==> src/rtl/pwm_pkg.sv <==
package pwm_pkg;

  // Each channel owns a 32-byte register window.
  localparam int WIN_SHIFT = 5;

  typedef enum logic [2:0] {
    SEL_NONE,
    SEL_PRE,
    SEL_MOD,
    SEL_DUTY,
    SEL_RUN
  } reg_sel_e;

  // Map an in-window byte offset to the register it selects.
  function automatic reg_sel_e decode_off(input logic [WIN_SHIFT-1:0] off);
    reg_sel_e sel;
    case (off)
      5'h00:   sel = SEL_PRE;
      5'h04:   sel = SEL_MOD;
      5'h08:   sel = SEL_DUTY;
      5'h18:   sel = SEL_RUN;
      default: sel = SEL_NONE;
    endcase
    return sel;
  endfunction

endpackage

==> src/rtl/pwm_regs.sv <==
module pwm_regs
  import pwm_pkg::*;
#(
  parameter int NUM_CH = 4,
  parameter int CH_W   = 2,
  parameter int ADDR_W = 7,
  parameter int DATA_W = 32,
  parameter int PRE_W  = 8,
  parameter int MOD_W  = 8,
  parameter int DUTY_W = 16
) (
  input  logic              clk,
  input  logic              rst,
  input  logic [ADDR_W-1:0] bus_addr,
  input  logic              bus_wr,
  input  logic [DATA_W-1:0] bus_wdata,
  output logic [DATA_W-1:0] bus_rdata,
  input  logic [NUM_CH-1:0] load_vec,
  output logic [PRE_W-1:0]  stg_pre  [NUM_CH],
  output logic [MOD_W-1:0]  stg_mod  [NUM_CH],
  output logic [DUTY_W-1:0] stg_duty [NUM_CH],
  output logic [NUM_CH-1:0] run_vec,
  output logic [NUM_CH-1:0] pend_vec
);

  logic [CH_W-1:0]   ch_idx;
  reg_sel_e          sel;
  logic [DATA_W-1:0] rd_next;

  assign ch_idx = bus_addr[ADDR_W-1:WIN_SHIFT];
  assign sel    = decode_off(bus_addr[WIN_SHIFT-1:0]);

  // Per-channel staging registers, run bit and commit flag.
  for (genvar c = 0; c < NUM_CH; c++) begin : g_ch
    logic hit;
    assign hit = bus_wr && (ch_idx == CH_W'(c));

    always_ff @(posedge clk) begin
      if (rst) begin
        stg_pre[c]  <= '0;
        stg_mod[c]  <= '0;
        stg_duty[c] <= '0;
        run_vec[c]  <= 1'b0;
        pend_vec[c] <= 1'b0;
      end else begin
        if (hit && sel == SEL_PRE)  stg_pre[c]  <= bus_wdata[PRE_W-1:0];
        if (hit && sel == SEL_MOD)  stg_mod[c]  <= bus_wdata[MOD_W-1:0];
        if (hit && sel == SEL_DUTY) stg_duty[c] <= bus_wdata[DUTY_W-1:0];
        if (hit && sel == SEL_RUN)  run_vec[c]  <= bus_wdata[0];
        // A fresh commit wins over the load that consumes the previous one.
        if (hit && sel == SEL_DUTY) pend_vec[c] <= 1'b1;
        else if (load_vec[c])       pend_vec[c] <= 1'b0;
      end
    end
  end

  // Read multiplexer, registered.
  always_comb begin
    rd_next = '0;
    if (int'(ch_idx) < NUM_CH) begin
      case (sel)
        SEL_PRE:  rd_next[PRE_W-1:0]  = stg_pre[ch_idx];
        SEL_MOD:  rd_next[MOD_W-1:0]  = stg_mod[ch_idx];
        SEL_DUTY: rd_next[DUTY_W-1:0] = stg_duty[ch_idx];
        SEL_RUN:  rd_next[0]          = run_vec[ch_idx];
        default:  rd_next             = '0;
      endcase
    end
  end

  always_ff @(posedge clk) begin
    if (rst) bus_rdata <= '0;
    else     bus_rdata <= rd_next;
  end

endmodule

==> src/rtl/pwm_chan.sv <==
module pwm_chan #(
  parameter int PRE_W  = 8,
  parameter int MOD_W  = 8,
  parameter int DUTY_W = 16
) (
  input  logic              clk,
  input  logic              rst,
  input  logic              run,
  input  logic              pend,
  input  logic [PRE_W-1:0]  stg_pre,
  input  logic [MOD_W-1:0]  stg_mod,
  input  logic [DUTY_W-1:0] stg_duty,
  output logic              load,
  output logic              pwm
);

  localparam int CMP_W = (DUTY_W > MOD_W) ? DUTY_W : MOD_W;

  logic [PRE_W-1:0]  act_pre;
  logic [MOD_W-1:0]  act_mod;
  logic [DUTY_W-1:0] act_duty;
  logic [PRE_W-1:0]  tick_cnt;
  logic [MOD_W-1:0]  step_cnt;
  logic [MOD_W:0]    step_inc;
  logic              tick_end;
  logic              step_end;
  logic              boundary;
  logic              high_now;

  assign tick_end = (tick_cnt == act_pre);
  assign step_inc = {1'b0, step_cnt} + 1'b1;
  // A modulus of 0 or 1 both give a one-tick period.
  assign step_end = (step_inc >= {1'b0, act_mod});
  assign boundary = run && tick_end && step_end;
  assign load     = pend && (!run || boundary);
  assign high_now = run && (CMP_W'(step_cnt) < CMP_W'(act_duty));

  always_ff @(posedge clk) begin
    if (rst) begin
      act_pre  <= '0;
      act_mod  <= '0;
      act_duty <= '0;
      tick_cnt <= '0;
      step_cnt <= '0;
      pwm      <= 1'b0;
    end else begin
      pwm <= high_now;
      if (load) begin
        act_pre  <= stg_pre;
        act_mod  <= stg_mod;
        act_duty <= stg_duty;
      end
      if (!run) begin
        tick_cnt <= '0;
        step_cnt <= '0;
      end else if (tick_end) begin
        tick_cnt <= '0;
        step_cnt <= step_end ? '0 : step_inc[MOD_W-1:0];
      end else begin
        tick_cnt <= tick_cnt + 1'b1;
      end
    end
  end

endmodule

==> src/rtl/pwm_ctrl_top.sv <==
module pwm_ctrl_top
  import pwm_pkg::*;
#(
  parameter int  NUM_CH = 4,
  parameter int  DATA_W = 32,
  parameter int  PRE_W  = 8,
  parameter int  MOD_W  = 8,
  parameter int  DUTY_W = 16,
  localparam int CH_W   = (NUM_CH > 1) ? $clog2(NUM_CH) : 1,
  localparam int ADDR_W = WIN_SHIFT + CH_W
) (
  input  logic              clk,
  input  logic              rst,
  input  logic [ADDR_W-1:0] bus_addr,
  input  logic              bus_wr,
  input  logic [DATA_W-1:0] bus_wdata,
  output logic [DATA_W-1:0] bus_rdata,
  output logic [NUM_CH-1:0] pwm_out
);

  logic [PRE_W-1:0]  stg_pre  [NUM_CH];
  logic [MOD_W-1:0]  stg_mod  [NUM_CH];
  logic [DUTY_W-1:0] stg_duty [NUM_CH];
  logic [NUM_CH-1:0] run_vec;
  logic [NUM_CH-1:0] pend_vec;
  logic [NUM_CH-1:0] load_vec;

  pwm_regs #(
    .NUM_CH (NUM_CH),
    .CH_W   (CH_W),
    .ADDR_W (ADDR_W),
    .DATA_W (DATA_W),
    .PRE_W  (PRE_W),
    .MOD_W  (MOD_W),
    .DUTY_W (DUTY_W)
  ) u_regs (
    .clk       (clk),
    .rst       (rst),
    .bus_addr  (bus_addr),
    .bus_wr    (bus_wr),
    .bus_wdata (bus_wdata),
    .bus_rdata (bus_rdata),
    .load_vec  (load_vec),
    .stg_pre   (stg_pre),
    .stg_mod   (stg_mod),
    .stg_duty  (stg_duty),
    .run_vec   (run_vec),
    .pend_vec  (pend_vec)
  );

  for (genvar c = 0; c < NUM_CH; c++) begin : g_chan
    pwm_chan #(
      .PRE_W  (PRE_W),
      .MOD_W  (MOD_W),
      .DUTY_W (DUTY_W)
    ) u_chan (
      .clk      (clk),
      .rst      (rst),
      .run      (run_vec[c]),
      .pend     (pend_vec[c]),
      .stg_pre  (stg_pre[c]),
      .stg_mod  (stg_mod[c]),
      .stg_duty (stg_duty[c]),
      .load     (load_vec[c]),
      .pwm      (pwm_out[c])
    );
  end

endmodule

==> config.mk <==
export PLATFORM = sky130hd
export DESIGN_NAME = pwm_ctrl_top
export DESIGN_NICKNAME = d
export VERILOG_FILES = /design/src/rtl/pwm_pkg.sv /design/src/rtl/pwm_regs.sv /design/src/rtl/pwm_chan.sv /design/src/rtl/pwm_ctrl_top.sv
export SDC_FILE = /design/constraint.sdc
export NUM_CORES = 1
export LEC_CHECK = 0
export ABC_AREA = 1
export BUFFER_PORTS_ARGS = -buffer_cell sky130_fd_sc_hd__buf_2
export CORE_UTILIZATION = 65
export DETAILED_ROUTE_END_ITERATION = 8
export GPL_TIMING_DRIVEN = 0
export PLACE_DENSITY = 0.81
export SKIP_LAST_GASP = 1
export SLEW_MARGIN = 20
export SYNTH_ARGS = -nofsm -noshare
export SYNTH_HDL_FRONTEND = slang
export SYNTH_SLANG_ARGS = --single-unit
==> constraint.sdc <==
create_clock -name clk -period 6.9 [get_ports clk]
set_clock_uncertainty 0.2 [all_clocks]
set_input_delay 0.69 -clock clk [delete_from_list [all_inputs] [get_ports clk]]
set_output_delay 0.69 -clock clk [all_outputs]
set_load 0.02 [all_outputs]
==> flow_metrics.tcl <==
set metrics [dict create \
    grt_use_total_pct 36.6 \
    p_leak_nw 7.50 \
    grt_pass1_vias 14500 \
    worst-r2r-setup-slack_ps 3990 \
    crit_fanout 10 \
    syn_avg_cell_area_um2 7.47 \
    yosysWarnings 0 \
    coreArea_um2 25100 \
    via_count 15400 \
    drive_above_1_share_pct 10.4 \
    setup_viol 0 \
    worst-endpoint-arrival_ps 3130 \
    worst_pin_slew_ps 1100 \
    wl_per_cell_um 18.0 \
    ant_nets 0 \
    final_common_cell "dfxtp_1" \
    peakVddDrop_mv 0.238 \
    use_met3_pct 6.72 \
    fin_crit_sh_pct 42.2 \
    path_class "reg2reg" \
    synthSimpleGateAreaFrac_pct 19.2 \
    cellPowerDensity_nw_per_um2 225 \
    relSlewSlack_pct 26.5 \
    io_buffers 44 \
    overflow 0 \
    whs_path_depth 1 \
    cap_violations 0 \
    synth-seq-cells 348 \
    die_y_um 162 \
    synth_xor_xnor_area_share_pct 3.01 \
    fillers 2006 \
    start_util_pct 66.1 \
    min_path_type "reg2reg" \
    cts_made_buffers 37 \
    slowest_stage "dfxtp_1" \
    synth-compound-area-share_pct 17.8 \
    dpl-instance-area_um2 17300 \
    rsz0062_at_grt "no" \
    cpMostUsedCell "nand2_1" \
    yosysTopAreaCell "dfxtp_1" \
    clock-root-buffer "clkbuf_16" \
    outcome "complete, no violations" \
    cts_hold_buf 0 \
    design_area_um2 18500 \
    synthMuxAreaShare_pct 0 \
    synth_area_um2 16600 \
    synth_top_area_share_pct 41.9 \
    cts_max_level 2 \
    critPathMaxStageDelay_ps 450 \
    grt_pass1_wl_mm 74.3 \
    grtUsageMet2_pct 61.9 \
    fin_cells 2678 \
    synthCells 2224 \
    cts_tree "done" \
    area_delta_synth_final_pct 11.4 \
    fin_nets 2432 \
    ys_top_cells_by_area "dfxtp_1 42%, a21oi_1 8.6%, inv_1 6.8%, nand2_1 6.6%, ha_1 5.1%" \
    clk_pin_slew_worst_paths_ps 60 \
    grt_max_degree 14 \
    synth-adder-area-share_pct 5.12 \
    top_usage_layer "met2" \
    cp_cell_sequence "ha_1, nand3_1, xor2_1, inv_1, ha_1, nand2_1, inv_1, nand3_1, nand3_1, nand2_1, nand2_1, nand2_1, nand2_1, nand2_1, nand2_4, buf_6, nand3_1, nand2_1, nor2_1" \
    drt_iter0_drc 1444 \
    antenna-diode-count 0 \
    hold_viol 0 \
    ff2ff_path_depth 19 \
    die_area_um2 26200 \
    firstDrtPassIters 6 \
    endpoint_kind "flip-flop" \
    place_congestion 1.01 \
    finalMaxSlewViolations 0 \
    vias_per_cell 5.74 \
    clockBufferDepth 3 \
    ios 78 \
    clk_latency_ps 540 \
    dp.cells 2613 \
    seq_area_frac_synth_pct 41.9 \
    post_cts_buffers 0 \
    start_kind "flip-flop" \
    cts.sinks 348 \
    antenna_found_initial 0 \
    max_clock_freq_mhz 343 \
    cts_resized 0 \
    gr-usage-met1_pct 46.5 \
    die_w_um 162 \
    synth_top_family_by_area "simple AND/OR/NAND/NOR gates" \
    route.detailed.drc 0 \
    mostFrequentLayoutCells "348 x dfxtp_1, 301 x inv_1, 291 x nand2_1, 287 x a21oi_1, 190 x nor2_1" \
    fin_crit_ps 2910 \
    dpl.hpwl_mm 35.7 \
    fin_setup_tns_ps 0 \
    crit_required_ps 7120 \
    ys_types 42 \
    drt_wl_total_mm 48.2 \
    std_cell_rows 58 \
    hold_ws_ps 267 \
]
[kinds of logic (layout without fill, tap and decap cells)]
group | Yosys count | in the layout
compound gates | 563 | 563
other cells | 1 | 16
simple gates | 722 | 722
buf+inv | 465 | 574
xor+xnor | 57 | 57
fa+ha+maj | 68 | 68
flops | 348 | 348
[report_power, final]
part	leakage [nW]	internal, mW	switching [mW]	total [mW]
registers	2.80	2.01	0.00227	2.02
logic	4.10	0.0454	0.126	0.171
clock network	0.597	1.17	0.815	1.98
[cell type report]
class	instances	area [µm²]	area share (%)
timing repair buffer	44	220	1.19
inverter	324	1220	6.59
tap	330	413	2.23
clock buffer	56	1130	6.11
multi-input combinational	1426	7570	40.9
clock inverter	9	76.3	0.412
sequential	348	6970	37.6
buffer	141	911	4.92
[flip-flops by register name (all words and copies together), names as in the netlist]
signal	cells
g_chan.u_chan.step_cnt	32
u_regs.bus_rdata	16
g_chan.u_chan.act_pre	32
g_chan.u_chan.act_mod	32
u_regs.pend_vec	4
u_regs.run_vec	4
u_regs.stg_duty	64
u_regs.stg_pre	32
u_regs.stg_mod	32
g_chan.u_chan.tick_cnt	32
g_chan.u_chan.act_duty	64
g_chan.u_chan.pwm	4
[stage by stage]
stage	utilization, %	setup WS [ps]	total power [mW]
after detailed placement	68.9	3940	2.22
final	73.7	3990	4.17
after CTS	73.7	4010	4.16
after global placement	68.9	3970	2.22
after floorplan	-	4460	2.16
after global routing	73.7	3720	4.27
[final timing paths]
| check | startpoint | to |
|---|---|---|
| min reg2reg | g_chan[1].u_chan.tick_cnt[0]$_SDFF_PP0_ | g_chan[1].u_chan.tick_cnt[0]$_SDFF_PP0_ |
| max reg2reg | g_chan[2].u_chan.step_cnt[0]$_SDFFE_PP0N_ | g_chan[2].u_chan.act_pre[7]$_SDFFE_PP0P_ |
| min | g_chan[1].u_chan.tick_cnt[0]$_SDFF_PP0_ | g_chan[1].u_chan.tick_cnt[0]$_SDFF_PP0_ |
| max | g_chan[2].u_chan.step_cnt[0]$_SDFFE_PP0N_ | g_chan[2].u_chan.act_pre[7]$_SDFFE_PP0P_ |
[synthesized netlist by cell type]
| cell type | count |
|---|---|
| nor2_1 | 190 |
| nor2_4 | 3 |
| o211ai_1 | 4 |
| o21ai_1 | 35 |
| nand3_1 | 164 |
| nor3b_1 | 6 |
| a41oi_1 | 1 |
| buf_6 | 36 |
| inv_1 | 301 |
| and3_2 | 1 |
| xnor2_1 | 14 |
| buf_4 | 23 |
| or2_2 | 6 |
| o22ai_1 | 62 |
| o21ai_2 | 2 |
| a31oi_1 | 13 |
| nand2_1 | 291 |
| nor3_2 | 6 |
| clkbuf_1 | 59 |
| o21ai_0 | 147 |
| a21boi_0 | 4 |
| inv_4 | 1 |
| clkinv_1 | 1 |
| or2_1 | 1 |
| a22oi_1 | 8 |
| buf_2 | 20 |
| buf_1 | 3 |
| nor3_4 | 2 |
| conb_1 | 1 |
| nor3_1 | 5 |
| xor2_1 | 43 |
| and2_0 | 3 |
| ha_1 | 68 |
| nand2_2 | 6 |
| nand3_2 | 2 |
| nor4_1 | 8 |
| nor2_2 | 10 |
| dfxtp_1 | 348 |
| inv_2 | 21 |
| nand4_1 | 14 |
| nand2_4 | 4 |
| a21oi_1 | 287 |
[worst max-delay path: cells and delay by family, from the launching register on]
kind | cells | cell delay (ps)
simple gates | 13 | 1060
fa+ha+maj | 2 | 520
flops | 1 | 450
buf+inv | 3 | 320
xor+xnor | 1 | 240
[routing by layer]
metal | routed length (µm) | up-vias
met2 | 22900 | 650
li1 | - | 7439
met5 | 0 | -
met3 | 4000 | 124
met4 | 1570 | 0
met1 | 19700 | 7158
Note: power is estimated with default switching activity, not from simulation.
